### config.mk
export PLATFORM = sky130hd
export DESIGN_NAME = pll_ratio_seq
export DESIGN_NICKNAME = d
export VERILOG_FILES = /design/src/rtl/pllc_pkg.sv /design/src/rtl/pllc_rst_sync.sv /design/src/rtl/pllc_wr_check.sv /design/src/rtl/pllc_lock_timer.sv /design/src/rtl/pll_ratio_seq.sv
export SDC_FILE = /design/constraint.sdc
export NUM_CORES = 1
export LEC_CHECK = 0
export CAP_MARGIN = 20
export CORE_ASPECT_RATIO = 2
export CORE_UTILIZATION = 48
export CTS_BUF_LIST = sky130_fd_sc_hd__clkbuf_4 sky130_fd_sc_hd__clkbuf_8
export CTS_CLUSTER_DIAMETER = 150
export DETAILED_ROUTE_END_ITERATION = 6
export PLACE_DENSITY = 0.82
export SYNTH_ARGS = -nofsm -noshare
export SYNTH_HDL_FRONTEND = slang
export SYNTH_HIERARCHICAL = 1
export SYNTH_SLANG_ARGS = --single-unit
export TNS_END_PERCENT = 30
### constraint.sdc
create_clock -name clk -period 0.9 [get_ports clk]
set_input_delay 0.225 -clock clk [delete_from_list [all_inputs] [get_ports clk]]
set_output_delay 0.225 -clock clk [all_outputs]
set_load 0.01 [all_outputs]
### src/rtl/pllc_pkg.sv
package pllc_pkg;
  localparam int RATIO_W = 4;
  localparam int DIV_W   = 2;
  localparam int ADDR_W  = 2;
  localparam int DATA_W  = RATIO_W;
  localparam logic [RATIO_W-1:0] RATIO_MAX = RATIO_W'(10);
  localparam logic [DIV_W-1:0]   DIV_BYP   = DIV_W'(3);

  typedef enum logic [ADDR_W-1:0] {
    A_RATIO  = 2'd0,
    A_STAT   = 2'd1,
    A_ERRCLR = 2'd2,
    A_SPARE  = 2'd3
  } addr_e;

  typedef struct packed {
    logic ratio_ok;
    logic div_ok;
    logic clr_err;
    logic violation;
  } wr_dec_t;

  function automatic logic [1:0] div_shift(input logic [DIV_W-1:0] code);
    case (code)
      2'd2:    return 2'd1;
      2'd3:    return 2'd0;
      default: return 2'd2;
    endcase
  endfunction
endpackage

### src/rtl/pllc_rst_sync.sv
module pllc_rst_sync #(
  parameter int STAGES = 2
) (
  input  logic clk,
  input  logic rst_n,
  output logic rst_sync_n
);
  logic [STAGES-1:0] sh_q;

  always_ff @(posedge clk or negedge rst_n) begin
    if (!rst_n) sh_q <= '0;
    else        sh_q <= {sh_q[STAGES-2:0], 1'b1};
  end

  assign rst_sync_n = sh_q[STAGES-1];
endmodule

### src/rtl/pllc_wr_check.sv
module pllc_wr_check
  import pllc_pkg::*;
(
  input  logic               wr_en,
  input  logic               prot_open,
  input  logic [ADDR_W-1:0]  wr_addr,
  input  logic [DATA_W-1:0]  wr_data,
  input  logic [RATIO_W-1:0] ratio_q,
  input  logic [DIV_W-1:0]   div_q,
  input  logic               lock,
  input  logic               wdog_en,
  output wr_dec_t            dec
);
  logic             wr_go;
  logic             is_ratio;
  logic             is_div;
  logic [DIV_W-1:0] new_div;

  always_comb begin
    wr_go    = wr_en && prot_open;
    is_ratio = wr_go && (wr_addr == A_RATIO);
    is_div   = wr_go && (wr_addr == A_STAT);
    new_div  = wr_data[DIV_W-1:0];

    dec.ratio_ok  = is_ratio && (div_q == '0) && !wdog_en &&
                    (wr_data[RATIO_W-1:0] <= RATIO_MAX);
    dec.div_ok    = is_div && lock &&
                    !((new_div == DIV_BYP) && (ratio_q != '0));
    dec.clr_err   = wr_go && (wr_addr == A_ERRCLR) && wr_data[0];
    dec.violation = (is_ratio && !dec.ratio_ok) || (is_div && !dec.div_ok);
  end
endmodule

### src/rtl/pllc_lock_timer.sv
module pllc_lock_timer #(
  parameter int LOCK_CYCLES = 131072
) (
  input  logic clk,
  input  logic rst_n,
  input  logic wdog_rst,
  input  logic start,
  output logic lock
);
  localparam int CNT_W = (LOCK_CYCLES > 2) ? $clog2(LOCK_CYCLES) : 1;
  localparam logic [CNT_W-1:0] LOAD = CNT_W'(LOCK_CYCLES - 1);

  logic [CNT_W-1:0] cnt_q, cnt_d;
  logic             lock_q, lock_d;
  logic             cnt_en;

  always_comb begin
    cnt_d  = cnt_q;
    lock_d = lock_q;
    cnt_en = wdog_rst || start || !lock_q;
    if (wdog_rst) begin
      cnt_d  = '0;
      lock_d = 1'b1;
    end else if (start) begin
      cnt_d  = LOAD;
      lock_d = 1'b0;
    end else if (!lock_q) begin
      if (cnt_q == '0) lock_d = 1'b1;
      else             cnt_d  = cnt_q - 1'b1;
    end
  end

  always_ff @(posedge clk or negedge rst_n) begin
    if (!rst_n) begin
      cnt_q  <= '0;
      lock_q <= 1'b1;
    end else if (cnt_en) begin
      cnt_q  <= cnt_d;
      lock_q <= lock_d;
    end
  end

  assign lock = lock_q;

  a_r5_start_clears_lock: assert property (@(posedge clk) disable iff (!rst_n)
    start && !wdog_rst |=> !lock_q);
  a_r5_no_rise_after_start: assert property (@(posedge clk) disable iff (!rst_n)
    $rose(lock_q) |-> $past(wdog_rst) || !$past(start));
  a_r3_wdog_sets_lock: assert property (@(posedge clk) disable iff (!rst_n)
    wdog_rst |=> lock_q);
endmodule

### src/rtl/pll_ratio_seq.sv
module pll_ratio_seq
  import pllc_pkg::*;
#(
  parameter int LOCK_CYCLES = 131072,
  parameter int SYNC_STAGES = 2
) (
  input  logic               clk,
  input  logic               rst_n,
  input  logic               wdog_rst,
  input  logic               dbg_rst,
  input  logic               wdog_en,
  input  logic               prot_open,
  input  logic               wr_en,
  input  logic [ADDR_W-1:0]  wr_addr,
  input  logic [DATA_W-1:0]  wr_data,
  input  logic [ADDR_W-1:0]  rd_addr,
  output logic [DATA_W-1:0]  rd_data,
  output logic [RATIO_W-1:0] ratio_o,
  output logic [DIV_W-1:0]   div_sel_o,
  output logic [1:0]         sys_shift_o,
  output logic               lock_o,
  output logic               err_o
);
  logic               rst_sync_n;
  logic [RATIO_W-1:0] ratio_q, ratio_d;
  logic [DIV_W-1:0]   div_q, div_d;
  logic               err_q, err_d;
  logic               reg_en;
  logic               lock;
  wr_dec_t            dec;

  pllc_rst_sync #(.STAGES(SYNC_STAGES)) u_rst (
    .clk(clk), .rst_n(rst_n), .rst_sync_n(rst_sync_n)
  );

  pllc_wr_check u_chk (
    .wr_en(wr_en), .prot_open(prot_open), .wr_addr(wr_addr), .wr_data(wr_data),
    .ratio_q(ratio_q), .div_q(div_q), .lock(lock), .wdog_en(wdog_en), .dec(dec)
  );

  pllc_lock_timer #(.LOCK_CYCLES(LOCK_CYCLES)) u_lock (
    .clk(clk), .rst_n(rst_sync_n), .wdog_rst(wdog_rst),
    .start(dec.ratio_ok), .lock(lock)
  );

  always_comb begin
    ratio_d = ratio_q;
    div_d   = div_q;
    err_d   = err_q;
    reg_en  = wdog_rst || dbg_rst || dec.ratio_ok || dec.div_ok ||
              dec.violation || dec.clr_err;
    if (wdog_rst) begin
      ratio_d = '0;
      div_d   = '0;
      err_d   = 1'b0;
    end else begin
      if (dec.ratio_ok) ratio_d = wr_data[RATIO_W-1:0];
      if (dec.div_ok)   div_d   = wr_data[DIV_W-1:0];
      if (dbg_rst)             err_d = 1'b0;
      else if (dec.violation)  err_d = 1'b1;
      else if (dec.clr_err)    err_d = 1'b0;
    end
  end

  always_ff @(posedge clk or negedge rst_sync_n) begin
    if (!rst_sync_n) begin
      ratio_q <= '0;
      div_q   <= '0;
      err_q   <= 1'b0;
    end else if (reg_en) begin
      ratio_q <= ratio_d;
      div_q   <= div_d;
      err_q   <= err_d;
    end
  end

  always_comb begin
    case (rd_addr)
      A_RATIO: rd_data = DATA_W'(ratio_q);
      A_STAT:  rd_data = DATA_W'({err_q, lock, div_q});
      default: rd_data = '0;
    endcase
  end

  assign ratio_o     = ratio_q;
  assign div_sel_o   = div_q;
  assign sys_shift_o = div_shift(div_q);
  assign lock_o      = lock;
  assign err_o       = err_q;

  a_r1_ratio_range: assert property (@(posedge clk) disable iff (!rst_sync_n)
    ratio_q <= RATIO_MAX);
  a_r7_div3_only_bypass: assert property (@(posedge clk) disable iff (!rst_sync_n)
    (div_q == DIV_BYP) |-> (ratio_q == '0));
  a_r6_div_change_needs_lock: assert property (@(posedge clk) disable iff (!rst_sync_n)
    (div_q != $past(div_q)) |-> ($past(lock) || $past(wdog_rst)));
  a_r4_ratio_change_needs_div0: assert property (@(posedge clk) disable iff (!rst_sync_n)
    (ratio_q != $past(ratio_q)) |-> (($past(div_q) == '0) || $past(wdog_rst)));
  a_r8_closed_gate_holds: assert property (@(posedge clk) disable iff (!rst_sync_n)
    $past(!prot_open) && $past(!wdog_rst) && $past(!dbg_rst) |->
      $stable(ratio_q) && $stable(div_q) && $stable(err_q));
  a_r10_dbg_keeps_setup: assert property (@(posedge clk) disable iff (!rst_sync_n)
    $past(dbg_rst) && $past(!wdog_rst) && $past(!wr_en) |->
      $stable(ratio_q) && $stable(div_q) && !err_q);
endmodule

# Word level (Yosys, flattened, before mapping)
# Index checks and enable logic that the tools add are counted.
# totals
elab_cells	72
reg_bits	27
inputBits	15
out_inout_bits	14
# classes
n_eq_ne	8
muxes	18
order_cmp	1
reduce_logical	38
add_sub_neg	1
# op_table
cell	n
$mux 17	4
$logic_not 17->1	1
$sub 17x1->17 const B	1
$logic_and 1x1->1	13
$eq 2x2->1 const B	4
$logic_or 1x1->1	8
$mux 1	8
$mux 4	2
$pmux 4 s2	1
$reduce_bool 4->1	2
$logic_not 2->1	3
$ne 3x2->1 const B	2
$reduce_and 2->1	3
$logic_not 1->1	5
$eq 2x1->1 const B	2
$le 4x4->1 const B	1
$mux 2	2
$pmux 2 s2	1
$reduce_bool 2->1	2
$reduce_and 3->1	1

# Longest topological paths before layout
# Gate-level depths: netlist of the first run.
# logic_depth
depth_word	11
ltp_mapped	8
depth_no_buf	7

# Hierarchy
# Netlist of the first run, hierarchy kept.
# by_module_without_submodules
mod	cells_per_inst	area_each_um2	seq_area_each_um2	instances
pllc_lock_timer	101	1003.5	451.7	1
pll_ratio_seq	34	347.8	175.2	1
pllc_wr_check	15	106.4	0.0	1
pllc_rst_sync	3	53.8	50.0	1

# Worst setup path after synthesis of the first run
# No wires, ideal clock.
# synth_timing
path_kind	reg2reg
startpoint	register u_lock.cnt_q[0]
endpoint	register u_lock.cnt_q[14]
n_path_buf	1
path_stages_with_launch	9
required_ns	0.822
setup_time_ns	0.078
arrival_time_ns	1.691
period_less_slack_ns	1.769
path_slack_ns	-0.869
path_cell_list	dfrtp_1 -> inv_1 -> ha_1 -> or3b_1 -> clkbuf_1 -> nor3_2 -> nand4_1 -> xor2_1 -> a21oi_1
# synth_between
elab_chain_len	5
word_cells_on_any_way	8
classes_between	add/sub (1); eq/ne (1); mux (4); reduce/logical (2)
# synth_lines
item	line_no	source
start: declaration	pllc_lock_timer.sv:13	logic [CNT_W-1:0] cnt_q, cnt_d;
start signal: assignment	pllc_lock_timer.sv:38	cnt_q <= cnt_d;
$sub 17x1->17	pllc_lock_timer.sv:29	else cnt_d = cnt_q - 1'b1;
$mux 17	pllc_lock_timer.sv:28	if (cnt_q == '0) lock_d = 1'b1;
$mux 17	pllc_lock_timer.sv:27	end else if (!lock_q) begin
$mux 17	pllc_lock_timer.sv:24	end else if (start) begin
$mux 17	pllc_lock_timer.sv:21	if (wdog_rst) begin
# Several ways; a longest one is shown, not always the timed one. The select of a mux whose other input is x is not followed.
# A chain may end at the register's enable or synchronous reset.

# Final worst setup path of the first run
# layout_timing
startpoint	register u_lock.cnt_q[1]
endpoint	register u_lock.cnt_q[15]
# Same word-level chain as after synthesis.

==> results of run 1 <==
==> metal layers <==
| metal | track usage, % | wire, um |
|---|---|---|
| met1 | 27.79 | 1594 |
| met2 | 64.22 | 3142 |
| met3 | 3.111 | 199 |
| met4 | 25.81 | 332 |
| met5 | 0 | 0 |
==> final cells by class <==
cell class	instances	area, um2
inverters	6	25.02
flip-flops and latches	27	679.4
fillers	193	556.8
multi-input cells	114	929.6
clock buffers	3	41.29
repair buffers	77	703.2
well taps	30	37.54
clock inverters	1	5.005
==> sequential cells by signal, indices dropped and copies added (netlist names) <==
signal and cells:
u_rst/sh_q 2, div_sel_o 2, u_lock/cnt_q 17, err_o 1
ratio_o 4, u_lock/lock 1
==> cells by family after synthesis <==
| group | count (synthesis) | share of synthesized area (%) |
|---|---|---|
| simple gates | 55 | 21.03 |
| mux | 10 | 6.623 |
| other cells | 1 | 0.2481 |
| compound gates | 40 | 19.29 |
| fa+ha+maj | 1 | 0.8277 |
| xor+xnor | 7 | 4.056 |
| buf+inv | 12 | 3.145 |
| flops | 27 | 44.78 |
==> worst reg2reg max path, delay by kind of cell (launching register included) <==
family,cells,cell delay (ns)
AO/OA/AOI/OAI,2,0.36
buffers and inverters,1,0.19
flip-flops,1,0.46
AND/OR/NAND/NOR,2,0.81
==> power by group <==
group,switching [mW],leakage (nW),total (mW),internal (mW)
Clock,0.393,0.0255,0.705,0.312
Sequential,0.0266,0.364,1.27,1.24
Combinational,0.292,0.719,0.592,0.300
Total,0.712,1.11,2.56,1.85
==> worst min path at each step <==
stage | to | startpoint | cells after the start | slack [ns]
after global placement | u_lock/cnt_q[5] | u_rst/sh_q[1] | 1 | 0.21
after CTS | u_rst/sh_q[1] | rst_n | 1 | 0.09
after detailed placement | div_sel_o[0] | u_rst/sh_q[1] | 1 | 0.21
after global routing | u_rst/sh_q[0] | rst_n | 1 | 0.09
final | u_rst/sh_q[0] | rst_n | 1 | 0.09
after floorplan | u_rst/sh_q[0] | rst_n | 0 | -0.07
==> metrics by stage <==
| step | total power [mW] | std cells | area, um2 | TNS [ns] | worst slack [ns] |
|---|---|---|---|---|---|
| 2_1_floorplan | 1.490 | 153 | 1521 | -18.06 | -0.8577 |
| 3_3_place_gp | 1.759 | 252 | 2202 | -31.06 | -1.036 |
| 3_5_place_dp | 1.782 | 252 | 2202 | -33.22 | -1.242 |
| 4_1_cts | 2.490 | 257 | 2322 | -25.22 | -0.9594 |
| 5_1_grt | 2.660 | 258 | 2421 | -27.70 | -1.046 |
| 6_report | 2.563 | 258 | 2421 | -25.54 | -0.9857 |
==> cells in the final DEF (no fill, tap or decap), types with 2 or more instances in the layout <==
master           Yosys  routed
buf_4                0      36
dfrtp_1             26      24
buf_6                0      19
nor2_1              18      17
mux2i_1             10       9
clkdlybuf4s50_1      0       9
a21oi_1             10       9
a31oi_1              7       7
nand2_1              6       6
o21ai_1              3       6
or3_1                8       6
xor2_1               6       6
dlygate4sd2_1        0       5
buf_2                0       5
inv_1                6       4
nor3_2               4       4
clkbuf_8             0       3
buf_12               0       3
or3_4                1       3
or4_4                0       2
nor3_4               0       2
o21ai_0              6       2
o21bai_1             2       2
o31ai_1              2       2
nand4_1              2       2
nand3_1              2       2
dfrtp_2              0       2
==> repair_timing <==
item / CTS / global route
endpoints found under the setup margin: 39 / 39
pin swaps: 13 / 7
resized for setup: 93 / 20
setup buffers: 1 / 1
hold endpoints to repair: 0 / 0
==> out/results.ini, run 1 <==
[floorplanning]
pin_count = 29
row_count = 28
die_w_um = 41.68
dieArea_um2 = 3391
chipHeight_um = 81.36
core_area_um2 = 2978
start_util_pct = 50.76

[routing]
wl_per_cell_um = 20.42
ant_nets = 0
drt-initial-drc-count = 33
num_vias = 1584
drcViolationCount = 0
dr.pass1.iters = 4
wl_mm = 5.269
viasPerCell = 6.140

[synth]
synth_area_um2 = 1511
synth_top_cell_area_share_pct = 43.05
synth_area_leaders = dfrtp_1 43%, mux2i_1 6.6%, nor2_1 4.5%, xor2_1 3.5%, a21oi_1 3.3%
synth.most_common_cell = dfrtp_1
ys_ff_latch = 27
ys_top_cells_by_count = 26 x dfrtp_1, 18 x nor2_1, 10 x a21oi_1, 10 x mux2i_1, 8 x or3_1
synth_edf_count = 0
syn_inst = 153
yosysUniqueCellTypes = 43
avgSynthCellArea_um2 = 9.879
async_flop_share_pct = 100.0
ys.flop_type = dfrtp_1
seq_area_frac_synth_pct = 44.78
synth.largest_area_cell = dfrtp_1
yosys_warnings = 6
synth_fp_nets = 169

[timing]
rsz0062_at_grt = true
worst_pin_slew_ns = 0.5081
setup_slack_ns = -0.9857
clock.fmax_mhz = 530.3
max_slew_margin_pct = 66.00
timing.hold.ws_ns = 0.08943
fin_crit_sh_pct = 209.5
fin_crit_ns = 1.886
hold_viol = 0
setup_violations = 39
final-max-slew-violation-count = 0
skew_ns = 0.002391

[global_route]
grt_pass1_wl_mm = 7.962
grt_use_total_pct = 32.40
grt_max_degree = 26
grt-ovfl-total = 0
grt_pass1_vias = 1639
antenna_found_initial = 0

[clock_tree]
clkTransAtPathRegs_ns = 0.09
cts_buffer_depth = 2
clk_latency_ns = 0.28
cts_tree = done
cts-root-buf = clkbuf_8
cts_sinks = 27
cts_inserted_buffers = 3
ctsHoldBuffers = 0
htreeDepth = 1

[worst_setup_path]
cp_slowest_cell = or4_4
startpoint = u_lock/cnt_q[1]
worstSetupPathDepth = 5
worstReg2RegEnd = u_lock/cnt_q[15]
ff2ff_path_depth = 5
cp_max_fo = 8
cp.buffers_inverters = 1
cp_top_family = simple AND/OR/NAND/NOR gates
crit-reg2reg-launch = u_lock/cnt_q[1]
cp-end-kind = register
worstPathRequired_ns = 1.11
crit_end = u_lock/cnt_q[15]
slowest_delay_ns = 0.47
cp-start-kind = register
path_cells = nor4_4 -> buf_4 -> o2111ai_4 -> or4_4 -> a31oi_1
path_class = register to register
crit_arrival_ns = 2.09
reg2reg_slack_ns = -0.99

[outcome]
failed_checks = negative setup slack
outcome = finished, violations left

[final_layout]
area_growth_pct = 60.18
final_nets = 245
drive_above_1_share_pct = 44.30
num_antenna_cells = 0
post-route-util_pct = 81.30

[placed_design]
dp_hpwl_mm = 3.588
io_buffers = 28
globalplace.congestion = 0.9555

[power]
leakage_nw = 1.109
ir_worst_vdd_uv = 1405
powerDensity_nw_per_um2 = 1058

[worst_hold_path]
holdCritPathClass = input port to asynchronous set/reset pin

[run]
maxCapViolCount = 0

Power figures use the tool's default switching activity.
==> run 2: changes to the inputs <==
--- a/config.mk
+++ b/config.mk
@@ -11,7 +11,7 @@
 export CTS_BUF_LIST = sky130_fd_sc_hd__clkbuf_4 sky130_fd_sc_hd__clkbuf_8
 export CTS_CLUSTER_DIAMETER = 150
 export DETAILED_ROUTE_END_ITERATION = 6
-export PLACE_DENSITY = 0.82
+export PLACE_DENSITY = 0.79
 export SYNTH_ARGS = -nofsm -noshare
 export SYNTH_HDL_FRONTEND = slang
 export SYNTH_HIERARCHICAL = 1
==> constraint.sdc (replaced) <==
create_clock -name clk -period 1.95 [get_ports clk]
set_input_delay 0.4875 -clock clk [delete_from_list [all_inputs] [get_ports clk]]
set_output_delay 0.4875 -clock clk [all_outputs]
set_load 0.01 [all_outputs]
==> run 2 against run 1 <==
Net effect:
- the run now ends clean
- via count down 11%
- sequential power down 54%
- core utilization down 12 points
- combinational power down 67%
- cell area down 15%
- largest power group unchanged
- global-route usage down 7.1 points
- die area unchanged
- sequential cell count unchanged
- hold slack better by 0.13 ns
- setup slack better by 1.0 ns
- power down 57%
- clock-buffer cell count unchanged
- critical endpoint is now u_lock/cnt_q[5]
==> out/results.ini, run 2 (same netlist as run 1, synthesis figures left out) <==
[clock_tree]
cts_tree = done
htreeDepth = 1  ; unchanged
cts_sinks = 27  ; unchanged
cts_buffer_depth = 2  ; unchanged
clkTransAtPathRegs_ns = 0.09  ; about the same
ctsHoldBuffers = 0  ; unchanged
cts-root-buf = clkbuf_8
clk_latency_ns = 0.27  ; about the same
cts_inserted_buffers = 3  ; unchanged

[power]
seq_power_share_pct = 53.5  ; +4.1 points
power_frac_comb_pct = 17.8  ; -5.3 points
clkPwrFrac_pct = 28.7  ; +1.2 points
ir_worst_vdd_uv = 533.3  ; -62%
power.total_mw = 1.090  ; -57%
swShare_pct = 25.85  ; -1.9 points
leakage_nw = 0.9619  ; -13%
powerDensity_nw_per_um2 = 528.0  ; -50%
p_int_uw = 808.3  ; -56%
p_sw_uw = 281.7  ; -60%

[worst_setup_path]
ff2ff_path_depth = 5  ; unchanged
reg2reg_slack_ns = 0.03  ; +1.02 ns
crit-reg2reg-launch = u_lock/cnt_q[5]
crit_arrival_ns = 2.07  ; -0.02 ns
path_class = register to register
cp-end-kind = register
worstPathRequired_ns = 2.10  ; +0.99 ns
cp-start-kind = register
cp_max_fo = 5  ; -3
worstReg2RegEnd = u_lock/cnt_q[5]

[global_route]
antenna_found_initial = 0  ; unchanged
grt_pass1_vias = 1394  ; -15%
grt_pass1_wl_mm = 6.458  ; -19%
grt-ovfl-total = 0  ; unchanged
grt_max_degree = 26  ; unchanged
grt_use_total_pct = 25.34  ; -7.1 points

[routing]
drcViolationCount = 0  ; unchanged
wl_per_cell_um = 17.11  ; -16%
viasPerCell = 6.065  ; -1.2%
top_layer_used = met4
wl_mm = 3.969  ; -25%
wl_met3_um = 125  ; -37%
dr.pass1.iters = 4  ; unchanged
num_vias = 1407  ; -11%
wl_met1_mm = 1.448  ; -9.2%
dr_wl_met2_mm = 2.277  ; -28%
ant_nets = 0  ; unchanged
drt-initial-drc-count = 55  ; +67%

[final_layout]
post-route-util_pct = 69.33  ; -12 points
mostFrequentLayoutCells = 25 x dfrtp_1, 21 x buf_4, 18 x nor2_1, 17 x clkdlybuf4s50_1
num_antenna_cells = 0  ; unchanged
fin_area_um2 = 2064  ; -15%
final_common_cell = dfrtp_1
instances_no_fill = 232  ; -10%
area_growth_pct = 36.59
largest-register = u_lock/cnt_q
drive_above_1_share_pct = 21.29  ; -23 points
largest_reg_flops = 17  ; unchanged
final_nets = 219  ; -11%
fillers = 208  ; +7.8%

[timing]
timing.hold.ws_ns = 0.2235  ; +0.1341 ns
hold_viol = 0  ; unchanged
clock.fmax_mhz = 521.4  ; -1.7%
tns_ns = 0  ; +25.54 ns
final-max-slew-violation-count = 0  ; unchanged
skew_ns = 0.001825  ; -0.0005663 ns
fin_crit_ns = 1.918  ; +0.03240 ns
fin_crit_sh_pct = 98.36  ; -110 points
max_slew_margin_pct = 63.95  ; -2.1 points
setup_violations = 0  ; -100%
setup_slack_ns = 0.03194  ; +1.018 ns
rsz0062_at_grt = true
worst_pin_slew_ns = 0.5271  ; +0.01900 ns

[run]
maxCapViolCount = 0  ; unchanged

[placed_design]
dpl_worst_slack_ns = -0.3882  ; +0.8537 ns
io_buffers = 28  ; unchanged
globalplace.congestion = 0.9073  ; -5.0%
placed_cell_area_um2 = 1944  ; -12%
dp.cells = 222  ; -12%
dp_hpwl_mm = 2.876  ; -20%

[worst_hold_path]
holdCritPathClass = register to asynchronous set/reset pin

[floorplanning]
chipHeight_um = 81.36  ; unchanged
dieArea_um2 = 3391  ; unchanged
start_util_pct = 50.76  ; unchanged
row_count = 28  ; unchanged
core_area_um2 = 2978  ; unchanged
die_w_um = 41.68  ; unchanged
pin_count = 29  ; unchanged

[outcome]
outcome = finished, final reports clean

## run 2: changes by cell type in the layout (fill, tap and decap cells not counted), sizes merged
cell           previous run  this run
clkdlybuf4s50             9        17
dlygate4sd2               5         6
dlymetal6s2s              0         5
buf                      63        23
## run 2: power by group through the flow
| stage | clock network (mW) | logic (mW) | registers [mW] |
|---|---|---|---|
| 6_report | 0.312 | 0.194 | 0.583 |
| 4_1_cts | 0.320 | 0.189 | 0.584 |
| 3_3_place_gp | 0 | 0.179 | 0.594 |
| 3_5_place_dp | 0 | 0.186 | 0.596 |
| 2_1_floorplan | 0 | 0.0858 | 0.600 |
| 5_1_grt | 0.344 | 0.210 | 0.585 |
## run 2: repair_timing
item,4_1_cts,5_1_grt
setup endpoints to repair,21,22
gates cloned,0,0
hold endpoints to repair,0,0
resized for setup,11,7
pin swaps,0,4
buffers inserted,2,4
## run 2: area by class of cell
cell class	count	area (um2)	share of cell area (%)
clock buffers	3	41.29	2.000
repair buffers	51	474.2	22.97
multi-input cells	114	805.8	39.03
well taps	30	37.54	1.818
clock inverters	1	5.005	0.2424
inverters	6	22.52	1.091
flip-flops and latches	27	678.2	32.85
## run 2: critical path, stage by stage, from the launching register on
cell and delay (ns):
dfrtp_1 0.44, or3_1 0.41, or3_4 0.45, o211ai_1 0.25, xor2_1 0.17, a21oi_1 0.08
## run 2: worst max-delay path by stage
stage / from / end / slack (ns) / cells after the start
global route: u_lock/cnt_q[5] / u_lock/cnt_q[5] / -0.05 / 5
detailed placement: rd_addr[0] / rd_data[1] / -0.39 / 4
finish: u_lock/cnt_q[5] / u_lock/cnt_q[5] / 0.03 / 5
CTS: u_lock/cnt_q[0] / u_lock/cnt_q[12] / -0.02 / 7
floorplan: wr_data[1] / u_lock/cnt_q[2] / 0.03 / 6
global placement: rd_addr[0] / rd_data[0] / -0.36 / 4
## run 2: layer usage
layer  GRT usage (%)  vias to the layer above
met3           2.444                       10
met1           26.63                      690
met5               0                        -
met2           48.13                       53
li1                -                      654
met4           13.55                        0
